$ cat config.mk
export PLATFORM = sky130hd
export DESIGN_NAME = trap_seq_unit
export DESIGN_NICKNAME = d
export VERILOG_FILES = /design/src/rtl/trap_seq_pkg.sv /design/src/rtl/trap_ev_decode.sv /design/src/rtl/trap_err_latch.sv /design/src/rtl/trap_vec_addr.sv /design/src/rtl/trap_seq_fsm.sv /design/src/rtl/trap_seq_unit.sv
export SDC_FILE = /design/constraint.sdc
export NUM_CORES = 1
export LEC_CHECK = 0
export BUFFER_PORTS_ARGS = -buffer_cell sky130_fd_sc_hd__clkbuf_2
export CORE_ASPECT_RATIO = 1.25
export CORE_MARGIN = 2
export CORE_UTILIZATION = 40
export CTS_CLUSTER_SIZE = 10
export DETAILED_ROUTE_END_ITERATION = 6
export GPL_TIMING_DRIVEN = 0
export MAX_ROUTING_LAYER = met4
export PLACE_DENSITY = 0.66
export SETUP_SLACK_MARGIN = 0.15
export SKIP_CTS_REPAIR_TIMING = 1
export SLEW_MARGIN = 30
export SYNTH_ARGS = -nofsm -noshare
export SYNTH_HDL_FRONTEND = slang
export SYNTH_SLANG_ARGS = --single-unit
export TNS_END_PERCENT = 50
$ cat constraint.sdc
create_clock -name clk -period 6.7 [get_ports clk]
set_clock_uncertainty 0.05 [all_clocks]
set_input_delay 1.34 -clock clk [delete_from_list [all_inputs] [get_ports clk]]
set_output_delay 1.34 -clock clk [all_outputs]
set_load 0.05 [all_outputs]
$ cat src/rtl/trap_seq_pkg.sv
package trap_seq_pkg;

    typedef enum logic [2:0] {
        ST_IDLE,
        ST_PUSH_STAT,
        ST_PUSH_PC,
        ST_VEC_RD,
        ST_POP_PC,
        ST_POP_STAT
    } seq_state_e;

    typedef enum logic [2:0] {
        EV_NONE,
        EV_PASS,
        EV_NOCP,
        EV_CPERR,
        EV_RET,
        EV_BADRET
    } ev_kind_e;

endpackage

$ cat src/rtl/trap_ev_decode.sv
module trap_ev_decode
    import trap_seq_pkg::*;
(
    input  logic     idle,
    input  logic     cop_req,
    input  logic     cop_present,
    input  logic     err_pend,
    input  logic     ret_req,
    input  logic     stack_sel,
    output ev_kind_e kind
);
    // Coprocessor instructions win over returns; a missing unit wins over a pending fault.
    always_comb begin
        kind = EV_NONE;
        if (idle) begin
            if (cop_req) begin
                if (!cop_present) begin
                    kind = EV_NOCP;
                end else if (err_pend) begin
                    kind = EV_CPERR;
                end else begin
                    kind = EV_PASS;
                end
            end else if (ret_req) begin
                kind = stack_sel ? EV_BADRET : EV_RET;
            end
        end
    end
endmodule

$ cat src/rtl/trap_err_latch.sv
module trap_err_latch (
    input  logic clk,
    input  logic rst_n,
    input  logic fault,
    input  logic consume,
    output logic pend
);
    logic pend_d, pend_q;

    // A new fault outranks the clear of an older one.
    always_comb begin
        pend_d = (pend_q & ~consume) | fault;
    end

    always_ff @(posedge clk or negedge rst_n) begin
        if (!rst_n) begin
            pend_q <= 1'b0;
        end else begin
            pend_q <= pend_d;
        end
    end

    assign pend = pend_q;
endmodule

$ cat src/rtl/trap_vec_addr.sv
module trap_vec_addr #(
    parameter int W         = 32,
    parameter int OFF_NOCP  = 'h3E0,
    parameter int OFF_CPERR = 'h3DC
) (
    input  logic [W-1:0] base,
    input  logic         is_err,
    output logic [W-1:0] addr
);
    localparam logic [W-1:0] OffNocp  = W'(OFF_NOCP);
    localparam logic [W-1:0] OffCperr = W'(OFF_CPERR);

    assign addr = base + (is_err ? OffCperr : OffNocp);
endmodule

$ cat src/rtl/trap_seq_fsm.sv
module trap_seq_fsm
    import trap_seq_pkg::*;
#(
    parameter int W     = 32,
    parameter int S_BIT = 5
) (
    input  logic         clk,
    input  logic         rst_n,
    input  ev_kind_e     kind,
    input  logic [W-1:0] stat_i,
    input  logic [W-1:0] vbase_i,
    input  logic [W-1:0] ksp_i,
    input  logic [W-1:0] gsp_i,
    input  logic [W-1:0] next_pc_i,
    input  logic [W-1:0] vec_addr,
    output logic [W-1:0] vec_base,
    output logic         vec_is_err,
    output logic         idle,
    output logic         entry_flag,
    output logic         req_ack,
    output logic         done_o,
    output logic         ret_illegal_o,
    output logic [W-1:0] new_pc_o,
    output logic [W-1:0] new_stat_o,
    output logic [W-1:0] new_sp_o,
    input  logic [W-1:0] mem_rdata,
    input  logic         mem_ready,
    output logic         mem_req,
    output logic         mem_we,
    output logic [W-1:0] mem_addr,
    output logic [W-1:0] mem_wdata
);
    localparam logic [W-1:0] WordB  = W'(4);
    localparam logic [W-1:0] PairB  = W'(8);
    localparam logic [W-1:0] SelMsk = W'(1) << S_BIT;

    typedef struct packed {
        seq_state_e   st;
        logic [W-1:0] sp;
        logic [W-1:0] stat;
        logic [W-1:0] npc;
        logic [W-1:0] vbase;
        logic         vec_err;
        logic         entry;
        logic [W-1:0] pc_out;
        logic [W-1:0] stat_out;
        logic [W-1:0] sp_out;
        logic         done;
        logic         ack;
        logic         illegal;
    } seq_regs_t;

    seq_regs_t r_d, r_q;

    always_comb begin
        r_d         = r_q;
        r_d.done    = 1'b0;
        r_d.ack     = 1'b0;
        r_d.illegal = 1'b0;
        unique case (r_q.st)
            ST_IDLE: begin
                if (kind != EV_NONE) begin
                    r_d.ack = 1'b1;
                end
                case (kind)
                    EV_NOCP, EV_CPERR: begin
                        r_d.st      = ST_PUSH_STAT;
                        r_d.sp      = ksp_i;
                        r_d.stat    = stat_i;
                        r_d.npc     = next_pc_i;
                        r_d.vbase   = vbase_i;
                        r_d.vec_err = (kind == EV_CPERR);
                        r_d.entry   = 1'b1;
                    end
                    EV_RET: begin
                        r_d.st    = ST_POP_PC;
                        r_d.sp    = gsp_i;
                        r_d.entry = 1'b0;
                    end
                    EV_BADRET: begin
                        r_d.illegal = 1'b1;
                    end
                    default: ;
                endcase
            end
            ST_PUSH_STAT: begin
                if (mem_ready) begin
                    r_d.st = ST_PUSH_PC;
                end
            end
            ST_PUSH_PC: begin
                if (mem_ready) begin
                    r_d.st = ST_VEC_RD;
                end
            end
            ST_VEC_RD: begin
                if (mem_ready) begin
                    r_d.st       = ST_IDLE;
                    r_d.pc_out   = mem_rdata;
                    r_d.stat_out = r_q.stat & ~SelMsk;
                    r_d.sp_out   = r_q.sp - PairB;
                    r_d.done     = 1'b1;
                end
            end
            ST_POP_PC: begin
                if (mem_ready) begin
                    r_d.st     = ST_POP_STAT;
                    r_d.pc_out = mem_rdata;
                end
            end
            ST_POP_STAT: begin
                if (mem_ready) begin
                    r_d.st       = ST_IDLE;
                    r_d.stat_out = mem_rdata;
                    r_d.sp_out   = r_q.sp + PairB;
                    r_d.done     = 1'b1;
                end
            end
            default: r_d.st = ST_IDLE;
        endcase
    end

    always_ff @(posedge clk or negedge rst_n) begin
        if (!rst_n) begin
            r_q <= '0;
        end else begin
            r_q <= r_d;
        end
    end

    // Bus drive depends only on registered state, so it holds while ready is low.
    always_comb begin
        mem_req   = 1'b0;
        mem_we    = 1'b0;
        mem_addr  = '0;
        mem_wdata = '0;
        unique case (r_q.st)
            ST_PUSH_STAT: begin
                mem_req   = 1'b1;
                mem_we    = 1'b1;
                mem_addr  = r_q.sp - WordB;
                mem_wdata = r_q.stat;
            end
            ST_PUSH_PC: begin
                mem_req   = 1'b1;
                mem_we    = 1'b1;
                mem_addr  = r_q.sp - PairB;
                mem_wdata = r_q.npc;
            end
            ST_VEC_RD: begin
                mem_req  = 1'b1;
                mem_addr = vec_addr;
            end
            ST_POP_PC: begin
                mem_req  = 1'b1;
                mem_addr = r_q.sp;
            end
            ST_POP_STAT: begin
                mem_req  = 1'b1;
                mem_addr = r_q.sp + WordB;
            end
            default: ;
        endcase
    end

    assign vec_base      = r_q.vbase;
    assign vec_is_err    = r_q.vec_err;
    assign idle          = (r_q.st == ST_IDLE);
    assign entry_flag    = r_q.entry;
    assign req_ack       = r_q.ack;
    assign done_o        = r_q.done;
    assign ret_illegal_o = r_q.illegal;
    assign new_pc_o      = r_q.pc_out;
    assign new_stat_o    = r_q.stat_out;
    assign new_sp_o      = r_q.sp_out;
endmodule

$ cat src/rtl/trap_seq_unit.sv
module trap_seq_unit
    import trap_seq_pkg::*;
#(
    parameter int W         = 32,
    parameter int S_BIT     = 5,
    parameter int OFF_NOCP  = 'h3E0,
    parameter int OFF_CPERR = 'h3DC
) (
    input  logic         clk,
    input  logic         rst_n,
    input  logic         cop_req,
    input  logic         cop_present,
    input  logic         cop_fault,
    input  logic         ret_req,
    input  logic [W-1:0] stat_i,
    input  logic [W-1:0] vbase_i,
    input  logic [W-1:0] ksp_i,
    input  logic [W-1:0] gsp_i,
    input  logic [W-1:0] next_pc_i,
    input  logic [W-1:0] mem_rdata,
    input  logic         mem_ready,
    output logic         req_ack,
    output logic         done_o,
    output logic         ret_illegal_o,
    output logic [W-1:0] new_pc_o,
    output logic [W-1:0] new_stat_o,
    output logic [W-1:0] new_sp_o,
    output logic         mem_req,
    output logic         mem_we,
    output logic [W-1:0] mem_addr,
    output logic [W-1:0] mem_wdata
);
    ev_kind_e     kind;
    logic         idle;
    logic         entry_flag;
    logic         err_pend;
    logic [W-1:0] vec_base;
    logic         vec_is_err;
    logic [W-1:0] vec_addr;

    trap_err_latch u_err (
        .clk     (clk),
        .rst_n   (rst_n),
        .fault   (cop_fault),
        .consume (kind == EV_CPERR),
        .pend    (err_pend)
    );

    trap_ev_decode u_dec (
        .idle        (idle),
        .cop_req     (cop_req),
        .cop_present (cop_present),
        .err_pend    (err_pend),
        .ret_req     (ret_req),
        .stack_sel   (stat_i[S_BIT]),
        .kind        (kind)
    );

    trap_vec_addr #(.W(W), .OFF_NOCP(OFF_NOCP), .OFF_CPERR(OFF_CPERR)) u_vec (
        .base   (vec_base),
        .is_err (vec_is_err),
        .addr   (vec_addr)
    );

    trap_seq_fsm #(.W(W), .S_BIT(S_BIT)) u_fsm (
        .clk           (clk),
        .rst_n         (rst_n),
        .kind          (kind),
        .stat_i        (stat_i),
        .vbase_i       (vbase_i),
        .ksp_i         (ksp_i),
        .gsp_i         (gsp_i),
        .next_pc_i     (next_pc_i),
        .vec_addr      (vec_addr),
        .vec_base      (vec_base),
        .vec_is_err    (vec_is_err),
        .idle          (idle),
        .entry_flag    (entry_flag),
        .req_ack       (req_ack),
        .done_o        (done_o),
        .ret_illegal_o (ret_illegal_o),
        .new_pc_o      (new_pc_o),
        .new_stat_o    (new_stat_o),
        .new_sp_o      (new_sp_o),
        .mem_rdata     (mem_rdata),
        .mem_ready     (mem_ready),
        .mem_req       (mem_req),
        .mem_we        (mem_we),
        .mem_addr      (mem_addr),
        .mem_wdata     (mem_wdata)
    );
endmodule

[Word level (Yosys, flattened, before mapping)]
Index checks and enable logic that the tools add are counted.
Operators by class
  muxes and demuxes: 25
  add/subtract/negate cells: 5
  reductions and logical operators: 14
  equal/unequal tests: 16
  bitwise logic cells: 3
Operators by type and width (count)
  $pmux 32 s5: 1
  $pmux 65 s2: 1
  $pmux 32 s2: 2
  $mux 97: 1
  $pmux 35 s2: 1
  $mux 65: 1
  $add 32x3->32 const B: 1
  $add 32x32->32: 1
  $add 32x4->32 const B: 1
  $mux 32: 1
  $sub 32x3->32 const B: 1
  $sub 32x4->32 const B: 1
  $mux 3: 8
  $pmux 3 s5: 1
  $eq 3x2->1 const B: 4
  $eq 3x3->1 const B: 4
  $ne 2x2->1 const B: 5
  $mux 6: 1
  $reduce_and 3->1: 2
  $reduce_bool 2->1: 3
  $reduce_or 2->1: 3
  $mux 1: 5
  $reduce_and 5->1: 1
  $reduce_or 5->1: 1
  other kinds (10): 12
Storage, ports and cells
  word-level logic and storage cells: 76
  output and inout port bits: 165
  register bits after elaboration: 232
  input bits: 199

[Longest topological paths before layout]
  depth in word-level cells: 8
  depth in mapped cells: 14
  mapped depth without buffers: 11

[Modules after synthesis]
A second synthesis with hierarchy kept.
Second synthesis, totals
  cell total of the unflattened synthesis: 1618
  area, all modules: 15149.5 um^2
Modules (own cells, without submodules)
  trap_seq_fsm: cells each 1507, area an instance 14316.2 um^2, seq. area each 5805.6 um^2, instances 1
  trap_vec_addr: cells each 99, area an instance 748.2 um^2, seq. area each 0.0 um^2, instances 1
  trap_ev_decode: cells each 8, area an instance 40.0 um^2, seq. area each 0.0 um^2, instances 1
  trap_err_latch: cells each 3, area an instance 36.3 um^2, seq. area each 25.0 um^2, instances 1
  trap_seq_unit: cells each 1, area an instance 8.8 um^2, seq. area each 0.0 um^2, instances 1

[Least setup slack after synthesis]
No wires, ideal clock.
  path type: register to output
  start point: register u_fsm.r_q[230] in the netlist's numbering
  end point: output mem_addr[26]
  slack: 0.776 ns
  stages on the path, launching flop included: 14
  required time: 5.310 ns
  arrival: 4.534 ns
  buffers on the path: 2
  cell sequence: dfrtp_1 > clkbuf_1 > and2b_2 > and2_0 > clkbuf_1 > inv_1 > ha_1 > a21o_1 > nor3b_1 > nor3_1 > nand2_1 > a31o_2 > xnor2_1 > o21ai_0
Between the ends
  word-level cells in the longest chain between the ends: 2
  elaborated cells on any way between the ends: 6
  those cells by class: eq/ne (5); mux (1)
Ends and longest elaborated chain
  start, declared: RTL line trap_seq_fsm.sv:53  | seq_regs_t r_d, r_q;
  start signal, assigned: RTL line trap_seq_fsm.sv:127  | r_q <= r_d;
  $eq 3x3->1, or another cell as far along: RTL line trap_seq_fsm.sv:137  | unique case (r_q.st)
  $pmux 32 s5 *: RTL line trap_seq_fsm.sv:137
  end, declared: RTL line trap_seq_unit.sv:30  | output logic [W-1:0] mem_addr,
Mark *: on every way between the ends. The rest lies on a longest branch, timed or not.

[Worst setup path after layout]
  start point: register u_fsm.r_q[230] in the netlist's numbering
  end point: output mem_addr[25]
Same word-level chain as after synthesis.

==> impl_metrics.env <==
export IMPL_outcome="finished, final reports clean"
export IMPL_die_width_um=179
export IMPL_post_route_cells_drive_above_1_share_pct=32.6
export IMPL_finalSetupViolations=0
export IMPL_antenna_violations_before_repair=6
export IMPL_gr_usage_met2_pct=54.5
export IMPL_total_core_area_um2=38000
export IMPL_synthesis_area_per_instance_um2=9.34
export IMPL_floorplan_rows=80
export IMPL_critical_path_top_delay_family="simple AND/OR/NAND/NOR gates"
export IMPL_boundaryPins=364
export IMPL_synth_async_reset_ratio_pct=100
export IMPL_synth_yosys_seq_area_share_pct=37.8
export IMPL_worstMarginPinSlew_ns=0.985
export IMPL_routed_wire_length_per_instance_um=24.4
export IMPL_finish_instance_area_um2=18800
export IMPL_critical_path_slowest_cell="sky130_fd_sc_hd__a2111oi_4"
export IMPL_hold_start="u_fsm.new_sp_o[9]"
export IMPL_placedInstanceArea_um2=17900
export IMPL_initial_core_util_pct=40.3
export IMPL_relSlewSlack_pct=34.4
export IMPL_synth_top_area_share_pct=37.8
export IMPL_die_outline_area_um2=40000
export IMPL_netlist_cell_type_count=72
export IMPL_clk_root_buffer_cell="sky130_fd_sc_hd__clkbuf_16"
export IMPL_globalRoute_totalOverflow=0
export IMPL_grt_pass1_wl_um=90900
export IMPL_period_share_pct=96.6
export IMPL_maximum_count_of_clock_buffers_along_a_single_path=3
export IMPL_post_synth_most_frequent_cells="232 x sky130_fd_sc_hd__dfrtp_1, 128 x sky130_fd_sc_hd__mux2_2, 126 x sky130_fd_sc_hd__nor2_1"
export IMPL_synth_ff_latch_count=232
export IMPL_critical_path_buffer_and_inverter_count=4
export IMPL_worstSetupStartpointType="register"
export IMPL_setup_total_negative_slack_ns=0
export IMPL_post_synth_top_area_cell="sky130_fd_sc_hd__dfrtp_1"
export IMPL_path_cells="clkbuf_1, and2b_2, and2_0, clkbuf_2, inv_6, ha_1, a211oi_1, o21ai_1, o21ai_1, nand2_1, a2111oi_4, nor4_1, or4_1, clkbuf_2"
export IMPL_die_h_um=223
export IMPL_drt_total_wl_um=62200
export IMPL_worst_setup_path_end_kind="output port"
export IMPL_clock_sinks=232
export IMPL_multi_input_area_um2=8240
export IMPL_area_growth_synth_to_final_pct=22.3
export IMPL_hold_slack_ns=0.432
export IMPL_rsz_0062_raised_after_global_routing="true"
export IMPL_crit_arrival_ns=5.08
export IMPL_post_route_drc_count=0
export IMPL_critical_path_max_stage_delay_ns=0.58
export IMPL_ys_dominant_reg_cell="sky130_fd_sc_hd__dfrtp_1"
export IMPL_critical_path_reg2reg_endpoint="u_fsm.new_sp_o[31]"
export IMPL_ff2ff_path_depth=10
export IMPL_r2r_start="u_fsm.r_q[200]"
export IMPL_detailed_place_hpwl_um=49100
export IMPL_count_of_final_hold_check_violations=0
export IMPL_slew_violations=0
export IMPL_holdCritPathClass="reg2reg"
export IMPL_cts_inserted_buffers=29
export IMPL_worstPathMaxFanout=35
export IMPL_clock_tree_htree_level_count=1
export IMPL_globalplace_congestion=0.992
export IMPL_worst_setup_path_type="reg2out"
export IMPL_grt_pass1_vias=14797
export IMPL_worst_skew_pair_late_latency_ns=0.57
export IMPL_drt_iter0_markers=1154
export IMPL_netlist_instances=1643
export IMPL_grt_max_degree=77
export IMPL_final_fill_count=3721
export IMPL_clk_pin_slew_ns=0.06
export IMPL_synth_edf_count=0
export IMPL_leading_post_synthesis_cells_by_cell_area="sky130_fd_sc_hd__dfrtp_1 38%, sky130_fd_sc_hd__mux2_2 9.4%, sky130_fd_sc_hd__buf_4 4.8%"
export IMPL_syn_cell_area_um2=15300
export IMPL_mappedNetlistNets=1884
export IMPL_yosys_warnings=0
export IMPL_use_met3_pct=5.98
export IMPL_num_vias=14847
export IMPL_synthMostInstantiatedCell="sky130_fd_sc_hd__dfrtp_1"
export IMPL_max_freq_mhz=155
export IMPL_final_antenna_net_count=0
export IMPL_cap_violations=0
export IMPL_seq_area_um2=5810
export IMPL_tritoncts_clock_tree="done"
export IMPL_vias_per_cell=5.83
export IMPL_grt_use_met1_pct=35.1
export IMPL_worstSetupStartpoint="u_fsm.r_q[230]"
export IMPL_portBuffers=362
export IMPL_period_minus_slack_ns=6.47
export IMPL_top_usage_layer="met2"
export IMPL_drt_pass1_iter_count=6
export IMPL_worstHoldEndpoint="u_fsm.new_sp_o[9]"
export IMPL_holdPathStages=1
export IMPL_rrSetupSlack_ns=2.81
export IMPL_grt_usage_pct=31.4
export IMPL_num_nets_final=2280
export IMPL_worstPathRequired_ns=5.31
[cell usage in the layout (no fill, tap or decap), types with 21 or more instances in the layout]
| master | synthesis | final |
|---|---|---|
| sky130_fd_sc_hd__clkbuf_2 | 0 | 362 |
| sky130_fd_sc_hd__dfrtp_1 | 232 | 232 |
| sky130_fd_sc_hd__mux2_2 | 128 | 128 |
| sky130_fd_sc_hd__nor2_1 | 126 | 126 |
| sky130_fd_sc_hd__nand2_1 | 110 | 110 |
| sky130_fd_sc_hd__o21ai_0 | 105 | 104 |
| sky130_fd_sc_hd__a21oi_1 | 103 | 103 |
| sky130_fd_sc_hd__clkbuf_1 | 100 | 102 |
| sky130_fd_sc_hd__buf_4 | 98 | 98 |
| sky130_fd_sc_hd__a22o_1 | 52 | 52 |
| sky130_fd_sc_hd__mux2i_1 | 44 | 44 |
| sky130_fd_sc_hd__ha_1 | 40 | 40 |
| sky130_fd_sc_hd__o22ai_1 | 36 | 36 |
| sky130_fd_sc_hd__xor2_1 | 34 | 34 |
| sky130_fd_sc_hd__nand2b_1 | 32 | 32 |
| sky130_fd_sc_hd__clkbuf_16 | 0 | 29 |
| sky130_fd_sc_hd__o31ai_1 | 28 | 28 |
| sky130_fd_sc_hd__xnor2_1 | 25 | 25 |
| sky130_fd_sc_hd__nor3_1 | 26 | 24 |
| sky130_fd_sc_hd__nand4_1 | 24 | 24 |
| sky130_fd_sc_hd__nand3_1 | 21 | 21 |
[layer usage]
layer	up-vias	part of all wire [%]	routed length (um)
met5	-	0	0
met4	0	4.9	3050
met3	151	7.8	4830
met2	707	51	31500
met1	7238	37	22800
li1	6751	-	-
[registers in the layout (all words and copies together), names as in the netlist]
signal               cells
u_fsm.r_q               99
u_fsm.new_pc_o          32
u_fsm.new_sp_o          32
u_fsm.new_stat_o        32
u_fsm.vec_base          32
u_err.pend               1
u_fsm.done_o             1
u_fsm.req_ack            1
u_fsm.ret_illegal_o      1
u_fsm.vec_is_err         1
[layout make-up]
type / count / share of cell area, %
Clock inverter: 4 / 0.260
Inverter: 13 / 0.287
Buffer: 226 / 6.87
Tap cell: 492 / 3.28
Timing Repair Buffer: 365 / 10.1
Antenna cell: 6 / 0.0800
Multi-Input combinational cell: 1172 / 43.9
Sequential cell: 232 / 30.9
Clock buffer: 36 / 4.22
[cells by family (layout without fill, tap and decap cells)]
kind of cell,after synthesis,in the layout,synth area share (%)
AOI/OAI and AO/OA,469,469,20.4
xor gates and xnor gates,59,59,3.37
adders and majority gates,42,42,3.52
buffers and inverters,239,644,8.72
DFF,232,232,37.8
muxes,172,172,12.3
other,0,6,0
and+or+nand+nor,430,430,13.9
[metrics by stage]
| step | setup WS, ns | instances | utilization [%] |
|---|---|---|---|
| after floorplan | 0.776 | 1643 | - |
| after global placement | -0.758 | 2497 | 46.7 |
| after detailed placement | 0.116 | 2500 | 47.0 |
| after CTS | -0.476 | 2540 | 49.2 |
| after global routing | 0.0541 | 2546 | 49.3 |
| final | 0.229 | 2546 | 49.3 |
[worst max path at each step]
stage,endpoint,depth (start not counted)
2_1_floorplan,mem_addr[26],13
3_3_place_gp,u_fsm.r_q[224],1
3_5_place_dp,mem_addr[25],14
4_1_cts,mem_addr[25],14
5_1_grt,mem_addr[25],14
6_report,mem_addr[25],14
Power is not shown: default switching activity piles up to over one toggle a cycle in this logic, so the estimate is an artifact.
